--- src/rtl/cke_pwr_pkg.sv ---
package cke_pwr_pkg;

  typedef enum logic [2:0] {
    ST_IDLE = 3'd0,
    ST_ACT  = 3'd1,
    ST_APD  = 3'd2,
    ST_PPD  = 3'd3,
    ST_SREF = 3'd4,
    ST_XSNR = 3'd5,
    ST_PDX  = 3'd6
  } pwr_st_e;

  // {cs_n, ras_n, cas_n, we_n}
  localparam logic [3:0] CMD_NOP   = 4'b0111;
  localparam logic [3:0] CMD_DESEL = 4'b1111;
  localparam logic [3:0] CMD_SREF  = 4'b0001;

endpackage

--- src/rtl/cke_hold_timer.sv ---
module cke_hold_timer #(
  parameter int unsigned CKE_MIN = 3
) (
  input  logic clk_i,
  input  logic rst_ni,
  input  logic flip_i,
  output logic ok_o
);
  localparam int unsigned W = $clog2(CKE_MIN + 1);
  localparam logic [W-1:0] SAT = W'(CKE_MIN - 1);

  logic [W-1:0] cnt_q;

  always_ff @(posedge clk_i or negedge rst_ni) begin
    if (!rst_ni)        cnt_q <= SAT;
    else if (flip_i)    cnt_q <= '0;
    else if (cnt_q < SAT) cnt_q <= cnt_q + 1'b1;
  end

  assign ok_o = (cnt_q >= SAT);
endmodule

--- src/rtl/cke_dcnt.sv ---
module cke_dcnt #(
  parameter int unsigned W = 8
) (
  input  logic         clk_i,
  input  logic         rst_ni,
  input  logic         load_i,
  input  logic [W-1:0] val_i,
  input  logic         en_i,
  output logic         zero_o
);
  logic [W-1:0] cnt_q;

  always_ff @(posedge clk_i or negedge rst_ni) begin
    if (!rst_ni)                    cnt_q <= '0;
    else if (load_i)                cnt_q <= val_i;
    else if (en_i && cnt_q != '0)   cnt_q <= cnt_q - 1'b1;
  end

  assign zero_o = (cnt_q == '0);
endmodule

--- src/rtl/cke_pwr_seq.sv ---
module cke_pwr_seq
  import cke_pwr_pkg::*;
#(
  parameter int unsigned CKE_MIN   = 3,
  parameter int unsigned T_XSNR    = 10,
  parameter int unsigned T_XSRD    = 200,
  parameter int unsigned T_XP      = 2,
  parameter int unsigned REF_LIMIT = 64
) (
  input  logic       clk_i,
  input  logic       rst_ni,
  input  logic       pd_req_i,
  input  logic       sr_req_i,
  input  logic       exit_req_i,
  input  logic       bank_open_i,
  input  logic       op_busy_i,
  input  logic       calib_i,
  input  logic       odt_en_i,
  output logic       pd_ack_o,
  output logic       sr_ack_o,
  output logic       exit_ack_o,
  output logic       cke_o,
  output logic       cs_no,
  output logic       ras_no,
  output logic       cas_no,
  output logic       we_no,
  output logic       odt_o,
  output logic [2:0] state_o,
  output logic       cmd_ready_o,
  output logic       rd_ready_o
);
  localparam int unsigned WAIT_MAX = (T_XSNR > T_XP) ? T_XSNR : T_XP;
  localparam int unsigned REF_W    = $clog2(REF_LIMIT + 1);
  localparam int unsigned WAIT_W   = $clog2(WAIT_MAX + 1);
  localparam int unsigned RD_W     = $clog2(T_XSRD + 1);

  pwr_st_e    state_q, state_d;
  logic       cke_q, cke_d;
  logic [3:0] cmd_q, cmd_d;
  logic       pd_ack_q, pd_ack_d, sr_ack_q, sr_ack_d, ex_ack_q, ex_ack_d;
  logic       flip, hold_ok, entry_ok, low_st, awake;
  logic       ref_load, ref_zero, wait_load, wait_zero, rd_load, rd_zero;
  logic [WAIT_W-1:0] wait_val;
  pwr_st_e    wake_st;

  cke_hold_timer #(.CKE_MIN(CKE_MIN)) u_hold (
    .clk_i(clk_i), .rst_ni(rst_ni), .flip_i(flip), .ok_o(hold_ok)
  );

  // refresh deadline inside power-down
  cke_dcnt #(.W(REF_W)) u_ref (
    .clk_i(clk_i), .rst_ni(rst_ni), .load_i(ref_load),
    .val_i(REF_W'(REF_LIMIT - 1)),
    .en_i(state_q == ST_APD || state_q == ST_PPD), .zero_o(ref_zero)
  );

  // exit settle window (self-refresh or power-down)
  cke_dcnt #(.W(WAIT_W)) u_wait (
    .clk_i(clk_i), .rst_ni(rst_ni), .load_i(wait_load), .val_i(wait_val),
    .en_i(state_q == ST_XSNR || state_q == ST_PDX), .zero_o(wait_zero)
  );

  // read hold-off after self-refresh
  cke_dcnt #(.W(RD_W)) u_rd (
    .clk_i(clk_i), .rst_ni(rst_ni), .load_i(rd_load),
    .val_i(RD_W'(T_XSRD)), .en_i(1'b1), .zero_o(rd_zero)
  );

  assign low_st   = (state_q == ST_APD) || (state_q == ST_PPD) || (state_q == ST_SREF);
  assign awake    = (state_q == ST_IDLE) || (state_q == ST_ACT);
  assign entry_ok = hold_ok && !op_busy_i && !calib_i;
  assign wake_st  = bank_open_i ? ST_ACT : ST_IDLE;

  always_comb begin
    state_d   = state_q;
    cke_d     = cke_q;
    cmd_d     = low_st ? CMD_DESEL : CMD_NOP;
    pd_ack_d  = 1'b0;
    sr_ack_d  = 1'b0;
    ex_ack_d  = 1'b0;
    flip      = 1'b0;
    ref_load  = 1'b0;
    wait_load = 1'b0;
    rd_load   = 1'b0;
    wait_val  = WAIT_W'(T_XP - 1);
    unique case (state_q)
      ST_IDLE, ST_ACT: begin
        state_d = wake_st;
        if (entry_ok && sr_req_i && !bank_open_i) begin
          state_d  = ST_SREF;
          cke_d    = 1'b0;
          cmd_d    = CMD_SREF;
          sr_ack_d = 1'b1;
          flip     = 1'b1;
        end else if (entry_ok && pd_req_i) begin
          state_d  = bank_open_i ? ST_APD : ST_PPD;
          cke_d    = 1'b0;
          cmd_d    = CMD_NOP;
          pd_ack_d = 1'b1;
          flip     = 1'b1;
          ref_load = 1'b1;
        end
      end
      ST_APD, ST_PPD: begin
        if (hold_ok && (exit_req_i || ref_zero)) begin
          state_d   = ST_PDX;
          cke_d     = 1'b1;
          cmd_d     = CMD_NOP;
          ex_ack_d  = exit_req_i;
          flip      = 1'b1;
          wait_load = 1'b1;
        end
      end
      ST_SREF: begin
        if (hold_ok && exit_req_i) begin
          state_d   = ST_XSNR;
          cke_d     = 1'b1;
          cmd_d     = CMD_NOP;
          ex_ack_d  = 1'b1;
          flip      = 1'b1;
          wait_load = 1'b1;
          wait_val  = WAIT_W'(T_XSNR - 1);
          rd_load   = 1'b1;
        end
      end
      ST_XSNR, ST_PDX: begin
        if (wait_zero) state_d = wake_st;
      end
      default: state_d = ST_IDLE;
    endcase
  end

  always_ff @(posedge clk_i or negedge rst_ni) begin
    if (!rst_ni) begin
      state_q  <= ST_IDLE;
      cke_q    <= 1'b1;
      cmd_q    <= CMD_NOP;
      pd_ack_q <= 1'b0;
      sr_ack_q <= 1'b0;
      ex_ack_q <= 1'b0;
    end else begin
      state_q  <= state_d;
      cke_q    <= cke_d;
      cmd_q    <= cmd_d;
      pd_ack_q <= pd_ack_d;
      sr_ack_q <= sr_ack_d;
      ex_ack_q <= ex_ack_d;
    end
  end

  assign cke_o       = cke_q;
  assign {cs_no, ras_no, cas_no, we_no} = cmd_q;
  assign pd_ack_o    = pd_ack_q;
  assign sr_ack_o    = sr_ack_q;
  assign exit_ack_o  = ex_ack_q;
  assign state_o     = state_q;
  assign odt_o       = odt_en_i && (state_q != ST_SREF);
  assign cmd_ready_o = awake;
  assign rd_ready_o  = awake && rd_zero;
endmodule

--- config.mk ---
export PLATFORM = sky130hd
export DESIGN_NAME = cke_pwr_seq
export DESIGN_NICKNAME = d
export VERILOG_FILES = /design/src/rtl/cke_pwr_pkg.sv /design/src/rtl/cke_hold_timer.sv /design/src/rtl/cke_dcnt.sv /design/src/rtl/cke_pwr_seq.sv
export SDC_FILE = /design/constraint.sdc
export NUM_CORES = 1
export LEC_CHECK = 0
export ABC_AREA = 1
export ABC_CLOCK_PERIOD_IN_PS = 4000
export BUFFER_PORTS_ARGS = -buffer_cell sky130_fd_sc_hd__buf_2
export CAP_MARGIN = 15
export CORE_MARGIN = 8
export CORE_UTILIZATION = 50
export DETAILED_ROUTE_END_ITERATION = 8
export PLACE_DENSITY = 0.73
export SYNTH_ARGS = -nofsm -noshare
export SYNTH_HDL_FRONTEND = slang
export SYNTH_SLANG_ARGS = --single-unit
--- constraint.sdc ---
create_clock -name clk_i -period 4 [get_ports clk_i]
set_input_delay 0.2 -clock clk_i [delete_from_list [all_inputs] [get_ports clk_i]]
set_output_delay 0.2 -clock clk_i [all_outputs]
set_load 0.05 [all_outputs]
* After elaboration in Yosys (flattened, before gate mapping)
Index checks and enable logic that the tools add are counted.
** Storage, ports and cells
- Flip-flop bits (word level) :: 32
- Latch bits :: 0
- Bits in writable memories :: 0
- ROM bits :: 0
- Bits of input ports :: 9
- Output and inout port bits :: 14
- Word-level logic and storage cells :: 105
- Memories :: 0
** Operators by class
- $add $sub $neg :: 4
- Multipliers :: 0
- Divide/modulo/power cells :: 0
- Magnitude comparators :: 2
- Equality and inequality tests :: 11
- Shift-type cells :: 0
- Muxes and demuxes :: 42
- Bitwise gates (word level) :: 0
- Reduce and logical (&&, ||, !) cells :: 36
** Operators with widths (number)
- 4-bit 2-to-1 mux :: 9
- 1-bit 2-to-1 mux :: 16
- 8-bit 2-to-1 mux :: 2
- 7-bit 2-to-1 mux :: 2
- 3-bit 2-to-1 mux :: 4
- 3-bit case mux with 4 select lines :: 1
- 4-bit case mux with 3 select lines :: 1
- 1-bit logical AND :: 11
- 3-bit equality test (second input constant) :: 3
- 8-bit logical NOT :: 1
- 2-bit nonzero test :: 4
- 8-bit nonzero test :: 1
- 8-bit by 1-bit subtractor with 8-bit output (second input constant) :: 1
- 7-bit logical NOT :: 1
- 7-bit nonzero test :: 1
- 7-bit by 1-bit subtractor with 7-bit output (second input constant) :: 1
- 3-bit by 2-bit equality test with 1-bit output (second input constant) :: 2
- 2-bit 2-to-1 mux :: 3
- 3-bit inequality test (second input constant) :: 2
- 1-bit case mux with 3 select lines :: 2
- 2-bit OR reduction :: 3
- 1-bit logical OR :: 5
- 4-bit logical NOT :: 1
- 2-bit by 1-bit inequality test with 1-bit output (second input constant) :: 2
- other kinds (13) :: 16

* Longest topological paths before layout
Gate-level depths: netlist of the first run.
- Depth after elaboration :: 8
- Mapped depth :: 12
- Depth with buffers taken out :: 12

* By module
Synthesis of the first run repeated with hierarchy kept, for this count alone.
** Second synthesis, totals
- Cell total of the unflattened synthesis :: 303
- Area total of the unflattened synthesis :: 2021.9 µm²
** By module, submodules not included
- cke_dcnt (u_rd) :: times used 1, cells each 93, area each 596.8 µm², seq. area each 200.2 µm²
- cke_pwr_seq :: times used 1, cells each 78, area each 540.5 µm², seq. area each 227.7 µm²
- cke_dcnt (u_ref) :: times used 1, cells each 75, area each 485.5 µm², seq. area each 175.2 µm²
- cke_dcnt (u_wait) :: times used 1, cells each 46, area each 295.3 µm², seq. area each 100.1 µm²
- cke_hold_timer :: times used 1, cells each 11, area each 103.8 µm², seq. area each 51.3 µm²

* Worst setup path after synthesis of the first run
OpenSTA, ideal clock, no wires.
- Kind :: register to output
- Start :: reg u_rd.cnt_q[0]
- End :: out rd_ready_o
- Data arrival time :: 2.083 ns
- Required time :: 3.800 ns
- Setup slack :: 1.717 ns
- Cell stages (with the launch flop) :: 7
- Path buffers :: 0
- Cell sequence :: dfrtp_1 > inv_1 > ha_1 > nand4_1 > nor2_1 > inv_1 > nor3_1
** On the way
- Word-level cells in the longest chain between the ends :: 2
** RTL lines
- from (decl) :: RTL line cke_dcnt.sv:11 : logic [W-1:0] cnt_q;
- from (signal assigned) :: RTL line cke_dcnt.sv:15 : else if (load_i) cnt_q <= val_i;
- from (signal assigned) :: RTL line cke_dcnt.sv:16 : else if (en_i && cnt_q != '0) cnt_q <= cnt_q - 1'b1;
- 8-bit logical NOT :: RTL line cke_dcnt.sv:19 : assign zero_o = (cnt_q == '0);
- 1-bit logical AND :: RTL line cke_pwr_seq.sv:159 : assign rd_ready_o = awake && rd_zero;
- to (decl) :: RTL line cke_pwr_seq.sv:30 : output logic rd_ready_o
Every way passes these cells.

* Final worst setup path of the first run
Ends and elaborated chain as after synthesis.

==> metrics.txt, run 1 <==
Final setup viols=0; CTS Buffer Depth=2; Post-synth top cells=nand2_1, inv_1, dfrtp_1, nand3_1, nor2_1; largest fanout on the critical path=7; Fin Clk Skew=0.0114 ns; core box area=3310 µm²; YS warnings=0; initial DRC count=77; WP data required=3.80 ns; first-pass GRT wire length=5.84 mm; CP endpoint kind=primary output; WL per Instance=11.3 µm; final non-filler cell area=1920 µm²; DRC viols=0; die height=74.5 µm; Die W=74.5 µm; Synth area leaders=dfrtp_1, nand2_1, nand3_1; CTS tree=yes; DP Wirelength=2.61 mm; die area=5550 µm²; post-synthesis cell area=1710 µm²; Fin. Hold Viols=0; Nets=259; initial antenna violation count=0; Clk pin slew, worst setup/hold paths=0.08 ns; Final Cycle Share=52.3%; Root Buffer=clkbuf_4; fraction of layout cells with a size suffix above 1=21.9%; Synth top area share=39.5%; Crit Path Class=flop to primary output; synthesis-stage register bit count=30; # port buffers=21; CTS H-tree lvls=2; Ports=23; final slew viol count=0; Synth Instances=220; Vias=1432; vias in the first global route=1367; pin slew with the least headroom to its limit=0.635 ns; worst hold path type=input port to flop; DR vias/cell=4.89; syn_nets=233; pwr/cell area=804 nW/µm²; most common cell in the synthesized netlist=nand2_1; Placed Area=1850 µm²; Routed Antenna Nets=0; area grow syn2layout=12.2%; CP Launch Type=flop; RSZ-0062 raised after global routing=no; ys async rst share=100%; Seq/Total Area, Yosys=44.1%; row count=21; TritonCTS Sinks=30; Max Cap Viol=0; status=finished, final reports clean; largest net degree at the start of global routing=31; maximum vdd drop=0.381 mV; Synth area leader=dfrtp_1; routability cong.=0.854; final wirelength=3.32 mm; final core utilization=58.0%; initial core utilization=51.7%; commonest register cell after synthesis=dfrtp_1; total track usage=13.8%; Cell variety after synth=32; Final Critical Period=2.09 ns; later-pin clock latency in the skew report=0.33 ns; Worst Path Arrival=1.89 ns; final setup TNS=0 ns; CTS buffer count=5; EDFF count, synth=0; Inserted Diodes=0; CTS resizes=0; grt total ovfl=0; static leakage=0.00105 µW; Avg Cell Area, Syn=7.78 µm²; drt first pass iters=4; FMAX=0.478 GHz; max_slew headroom=57.6%
-- state kept, by name (all words and copies together), names as in the netlist --
register,count
u_wait.cnt_q,4
sr_ack_o,1
u_ref.cnt_q,7
pd_ack_o,1
u_rd.cnt_q,8
cmd_q,2
cke_o,1
exit_ack_o,1
state_o,3
u_hold.cnt_q,2
-- worst paths after layout --
check | slack [ns] | cells after the start | startpoint | to
max | 1.91 | 7 | u_rd.cnt_q[0] | rd_ready_o
min | 0.19 | 3 | exit_req_i | exit_ack_o
max reg2reg | 2.18 | 10 | u_hold.cnt_q[1] | u_wait.cnt_q[3]
min reg2reg | 0.50 | 2 | u_wait.cnt_q[0] | u_wait.cnt_q[0]
max in group asynchronous | 3.17 | 2 | rst_ni | u_wait.cnt_q[1]
min in group asynchronous | 0.41 | 2 | rst_ni | u_ref.cnt_q[0]
-- final cells by class --
type                    count  area, µm²
flip-flops and latches     30        754
well taps                  46       57.6
fillers                   330       1390
inverters                  42        159
repair buffers             22        115
clock buffers               8       58.8
multi-input cells         145        776
-- metrics by stage --
step	std cells	hold slack [ns]	setup WS, ns	power [µW]
final	293	0.185	1.91	1540
after global routing	293	0.189	1.70	1690
after CTS	293	0.177	1.88	1560
after detailed placement	284	0.265	2.18	1370
after global placement	284	0.258	2.26	1360
after floorplan	220	-0.0956	1.72	1200
-- worst max-delay path, cell delays in order (launching register included) --
cell,delay (ns)
dfrtp_1,0.38
inv_1,0.10
ha_1,0.21
nand4_1,0.13
nor2_1,0.17
inv_1,0.14
nor3_1,0.14
buf_2,0.28
-- where the power goes --
part	leakage, µW	internal (µW)	switching, µW
Sequential	0.000354	436	104
Combinational	0.000666	264	560
Clock	0.0000326	86.5	94.4
-- layout by cell type (no fill, tap or decap), drive strengths merged, types with 4 or more instances in the layout --
cell type | netlist | layout
nand3 | 29 | 29
ha | 4 | 4
inv | 41 | 41
buf | 3 | 21
nor2 | 26 | 26
nand4 | 5 | 5
a21oi | 5 | 5
dfrtp | 27 | 27
o21ai | 6 | 6
nand2 | 51 | 51
clkbuf | 0 | 8
-- what timing repair did --
item / in CTS / in global routing
hold buffers: 1 / 0
endpoints found under the setup margin: 0 / 0
hold endpoints to repair: 27 / 0
buffers inserted: 0 / 0
-- cells by family after synthesis --
group / synth area share [%]
simple gates: 33.4
buf+inv: 10.6
flops: 44.1
compound gates: 6.21
xor+xnor: 2.56
fa+ha+maj: 2.92
other cells: 0.219
-- routing by layer --
| metal | vias to the layer above | share of wire (%) | track usage [%] |
|---|---|---|---|
| met5 | - | 0 | 0 |
| met4 | 0 | 2.5 | 9.13 |
| met3 | 10 | 6.1 | 3.77 |
| met2 | 30 | 43 | 19.7 |
| met1 | 645 | 48 | 17.6 |
| li1 | 747 | - | - |
No activity file was read; power rests on OpenSTA's default activity.
==> run 2, diff against run 1 <==
- ABC_CLOCK_PERIOD_IN_PS: 4000 -> 2000
- clock period: 4 -> 2 ns (I/O delays scaled with it)
==> metrics.txt, run 2 (synthesis gave the netlist of run 1 again) <==
status=finished, final reports clean; pwr/cell area=1610 nW/µm²; Worst R2R Setup Slack=0.44 ns; Worst R2R Path Depth=8; CTS tree=yes; WP data required=1.90 ns; CTS Buffer Depth=2; worst path cell trace=inv_2 -> ha_2 -> nand4_1 -> nor2_2 -> inv_2 -> nor3_4 -> buf_6; maximum vdd drop=0.898 mV; Top Registers=u_rd.cnt_q (8), u_ref.cnt_q (7), u_wait.cnt_q (4); drt first pass iters=4; largest fanout on the critical path=7; Clk pin slew, worst setup/hold paths=0.10 ns; Root Buffer=clkbuf_4; CTS buffer count=5; commonest non-fill, non-tap cell in the layout=nand2_1; CP Launch Type=flop; initial core utilization=51.7%; Vias=1437; Placed Area=1870 µm²; grt total ovfl=0; die area=5550 µm²; later-pin clock latency in the skew report=0.33 ns; Fin Clk Skew=0.0103 ns; max FFs per register=8; Post-Layout Cell Count=294; Max Cap Viol=0; WL per Instance=11.5 µm; first-pass GRT wire length=5.75 mm; final setup TNS=0 ns; routability cong.=0.847; Hold Startpoint=exit_req_i; CTS H-tree lvls=2; worst hold path type=input port to flop; DR vias/cell=4.89; FMAX=0.545 GHz; max_slew headroom=54.8%; largest register by flop count=u_rd.cnt_q; Most Frequent Cell on Critical Path=inv_2; area grow syn2layout=14.2%; CP max-delay cell=dfrtp_1; Die W=74.5 µm; Overall Power=3140 µW; core box area=3310 µm²; RSZ-0062 raised after global routing=no; initial DRC count=52; Routed Antenna Nets=0; most frequent cells in the layout=nand2_1, inv_1, nand3_1, dfrtp_1, buf_2; reg2reg start=u_hold.cnt_q[1]; Final Cycle Share=91.8%; vias in the first global route=1352; largest net degree at the start of global routing=31; Nets=260; Placed Cells=285; # fillers=322; TritonCTS Sinks=30; initial antenna violation count=0; Final Critical Period=1.84 ns; die height=74.5 µm; final non-filler cell area=1950 µm²; reg-to-reg endpoint=u_ref.cnt_q[2]; static leakage=0.00106 µW; Ports=23; Critical Path Max Stage Delay=0.40 ns; row count=21; Crit Path Class=flop to primary output; final slew viol count=0; pin slew with the least headroom to its limit=0.678 ns; WHS Endpoint=exit_ack_o; DP Wirelength=2.55 mm; Fin. Hold Viols=0; total track usage=13.6%; hold path cells=3; DRC viols=0; final wirelength=3.38 mm; # port buffers=21; Worst Path Arrival=1.74 ns; CP endpoint kind=primary output; crit path from=u_rd.cnt_q[0]; Final setup viols=0; Inserted Diodes=0; fraction of layout cells with a size suffix above 1=25.0%
## run 2: critical path: cells and delay by family (launching register included)
kind                     cells  cell delay, ns
AND/OR/NAND/NOR              3            0.44
flip-flops                   1            0.40
buffers and inverters        3            0.37
adder cells (fa/ha/maj)      1            0.20
## run 2: where the power goes
group,internal [µW],switching (µW)
logic,539,1130
registers,872,220
clock network,170,209
total,1580,1560
## run 2: layout make-up
| type | count | area, µm² | area share, % |
|---|---|---|---|
| well taps | 46 | 57.6 | 2.94 |
| multi-input cells | 145 | 795 | 40.7 |
| clock inverters | 1 | 5.00 | 0.256 |
| repair buffers | 23 | 129 | 6.59 |
| inverters | 42 | 159 | 8.13 |
| clock buffers | 7 | 55.1 | 2.82 |
| flip-flops and latches | 30 | 754 | 38.6 |
## run 2: worst max path at each step
stage                          end  slack, ns  cells after the start
floorplan           u_ref.cnt_q[5]       0.18                      6
global placement        rd_ready_o       0.43                      7
detailed placement      rd_ready_o       0.38                      7
CTS                     rd_ready_o       0.05                      7
global route            rd_ready_o      0.007                      7
finish                  rd_ready_o       0.16                      7
## run 2: metrics by stage
step,utilization (%),hold slack (ns),worst slack (ns)
6_report,59.0,0.0742,0.164
5_1_grt,59.0,0.0868,0.00742
3_5_place_dp,56.4,0.173,0.375
4_1_cts,58.6,0.0624,0.0507
3_3_place_gp,56.4,0.169,0.433
2_1_floorplan,-,-0.196,0.175
## run 2: per-layer routing
layer  GRT usage (%)  wire [µm]  up-vias
met4            8.04         76        0
met1            16.5       1640      657
met2            20.8       1490       26
met5               0          0        -
li1                -          -      747
met3            4.04        168        7
## run 2: what timing repair did
| item | in CTS | in global routing |
|---|---|---|
| endpoints found under the hold margin | 27 | 0 |
| gates resized for setup | 1 | 6 |
| pin swaps | 0 | 1 |
| buffers inserted | 0 | 0 |
| hold buffers | 1 | 0 |
| setup endpoints to repair | 1 | 1 |
==> run 3, diff against run 2 <==
- CTS_BUF_LIST: unset -> sky130_fd_sc_hd__clkbuf_2 sky130_fd_sc_hd__clkbuf_4 sky130_fd_sc_hd__clkbuf_8
==> metrics.txt, run 3 (synthesis gave the netlist of run 1 again) <==
Fin. Hold Viols=0; Final Critical Period=1.84 ns; TritonCTS Sinks=30; Max Cap Viol=0; status=finished, final reports clean; routability cong.=0.847; Routed Antenna Nets=0; initial antenna violation count=0; max_slew headroom=54.8%; pin slew with the least headroom to its limit=0.678 ns; core box area=3310 µm²; Final setup viols=0; CP endpoint kind=primary output; initial DRC count=45; max FFs per register=8; Most Frequent Cell on Critical Path=inv_2; die area=5550 µm²; CTS Buffer Depth=2; Vias=1437; row count=21; Clk pin slew, worst setup/hold paths=0.10 ns; # port buffers=21; FMAX=0.544 GHz; largest net degree at the start of global routing=31; initial core utilization=51.7%; Die W=74.5 µm; first-pass GRT wire length=5.77 mm; CP Launch Type=flop; largest register by flop count=u_rd.cnt_q; CP max-delay cell=dfrtp_1; Inserted Diodes=0; Critical Path Max Stage Delay=0.40 ns; Top Registers=u_rd.cnt_q (8), u_ref.cnt_q (7), u_wait.cnt_q (4); Setup WS pre-CTS=0.375 ns; CTS H-tree lvls=2; grt total ovfl=0; RSZ-0062 raised after global routing=no; DRC viols=0; Fin Clk Skew=0.0112 ns; total track usage=13.7%; number of setup buffers added after CTS=0; CTS tree=yes; Crit Path Class=flop to primary output; area grow syn2layout=14.4%; Final Cycle Share=91.9%; Root Buffer=clkbuf_4; vias in the first global route=1354; DR vias/cell=4.89; Nets=260; pwr/cell area=1610 nW/µm²; maximum vdd drop=0.956 mV; drt first pass iters=4; final wirelength=3.38 mm; final slew viol count=0; worst path cell trace=inv_2 -> ha_2 -> nand4_1 -> nor2_2 -> inv_2 -> nor3_4 -> buf_6; worst hold path type=input port to flop; Worst Path Arrival=1.74 ns; final setup TNS=0 ns; largest fanout on the critical path=7; CTS buffer count=5; fraction of layout cells with a size suffix above 1=25.4%; WP data required=1.90 ns; commonest non-fill, non-tap cell in the layout=nand2_1; # fillers=322; die height=74.5 µm; DP Wirelength=2.55 mm; post-route setup slack=0.161 ns; Ports=23; static leakage=0.00106 µW; most frequent cells in the layout=nand2_1, inv_1, nand3_1, dfrtp_1, buf_2; WL per Instance=11.5 µm; later-pin clock latency in the skew report=0.33 ns; worst hold margin=0.0740 ns
## run 3: cell counts in the layout (fill, tap and decap cells not counted)
No cell type changed its count.
## run 3: worst paths after layout
path / start / end / slack (ns) / depth (start not counted)
worst min-delay path: exit_req_i / exit_ack_o / 0.07 / 3
worst min register to register: u_wait.cnt_q[0] / u_wait.cnt_q[0] / 0.51 / 2
worst max-delay path: u_rd.cnt_q[0] / rd_ready_o / 0.16 / 7
max in group asynchronous: rst_ni / cmd_q[3] / 1.22 / 2
min in group asynchronous: rst_ni / u_rd.cnt_q[0] / 0.34 / 2
worst max register to register: u_hold.cnt_q[1] / u_ref.cnt_q[2] / 0.44 / 8
## run 3: where the power goes
part / internal, µW / switching, µW
combinational: 539 / 1130
sequential: 872 / 220
clock: 184 / 210
total: 1600 / 1560
## run 3: layout make-up
class                           count  area, µm²  share of cell area, %
Tap cell                           46       57.6                   2.94
Inverter                           42        159                   8.11
Timing Repair Buffer               23        129                   6.58
Sequential cell                    30        754                   38.5
Clock inverter                      1       5.00                  0.256
Multi-Input combinational cell    145        795                   40.6
Clock buffer                        7       58.8                   3.00
## run 3: metal layers
metal | part of all wire [%] | up-vias | global-route usage, %
li1 | - | 747 | -
met1 | 49 | 655 | 16.6
met2 | 44 | 28 | 20.8
met4 | 2.2 | 0 | 8.04
met3 | 5.1 | 7 | 4.04
met5 | 0 | - | 0
## run 3: metrics by stage
step	total power, µW	cell area, µm²	utilization (%)	instances
detailed placement	2770	1870	56.4	285
global route	3450	1960	59.1	294
floorplan	2400	1720	-	220
CTS	3170	1940	58.7	294
global placement	2730	1870	56.4	285
finish	3150	1960	59.1	294
## run 3: critical path, delay by kind of cell (launching register included)
kind,cells,cell delay (ns)
buffers and inverters,3,0.37
adders and majority gates,1,0.20
DFF,1,0.40
and+or+nand+nor,3,0.44
## run 3: timing repair
action | 4_1_cts | 5_1_grt
pin swaps | 0 | 1
endpoints found under the hold margin | 27 | 0
hold buffers | 1 | 0
setup endpoints to repair | 1 | 1
gates resized for setup | 1 | 6
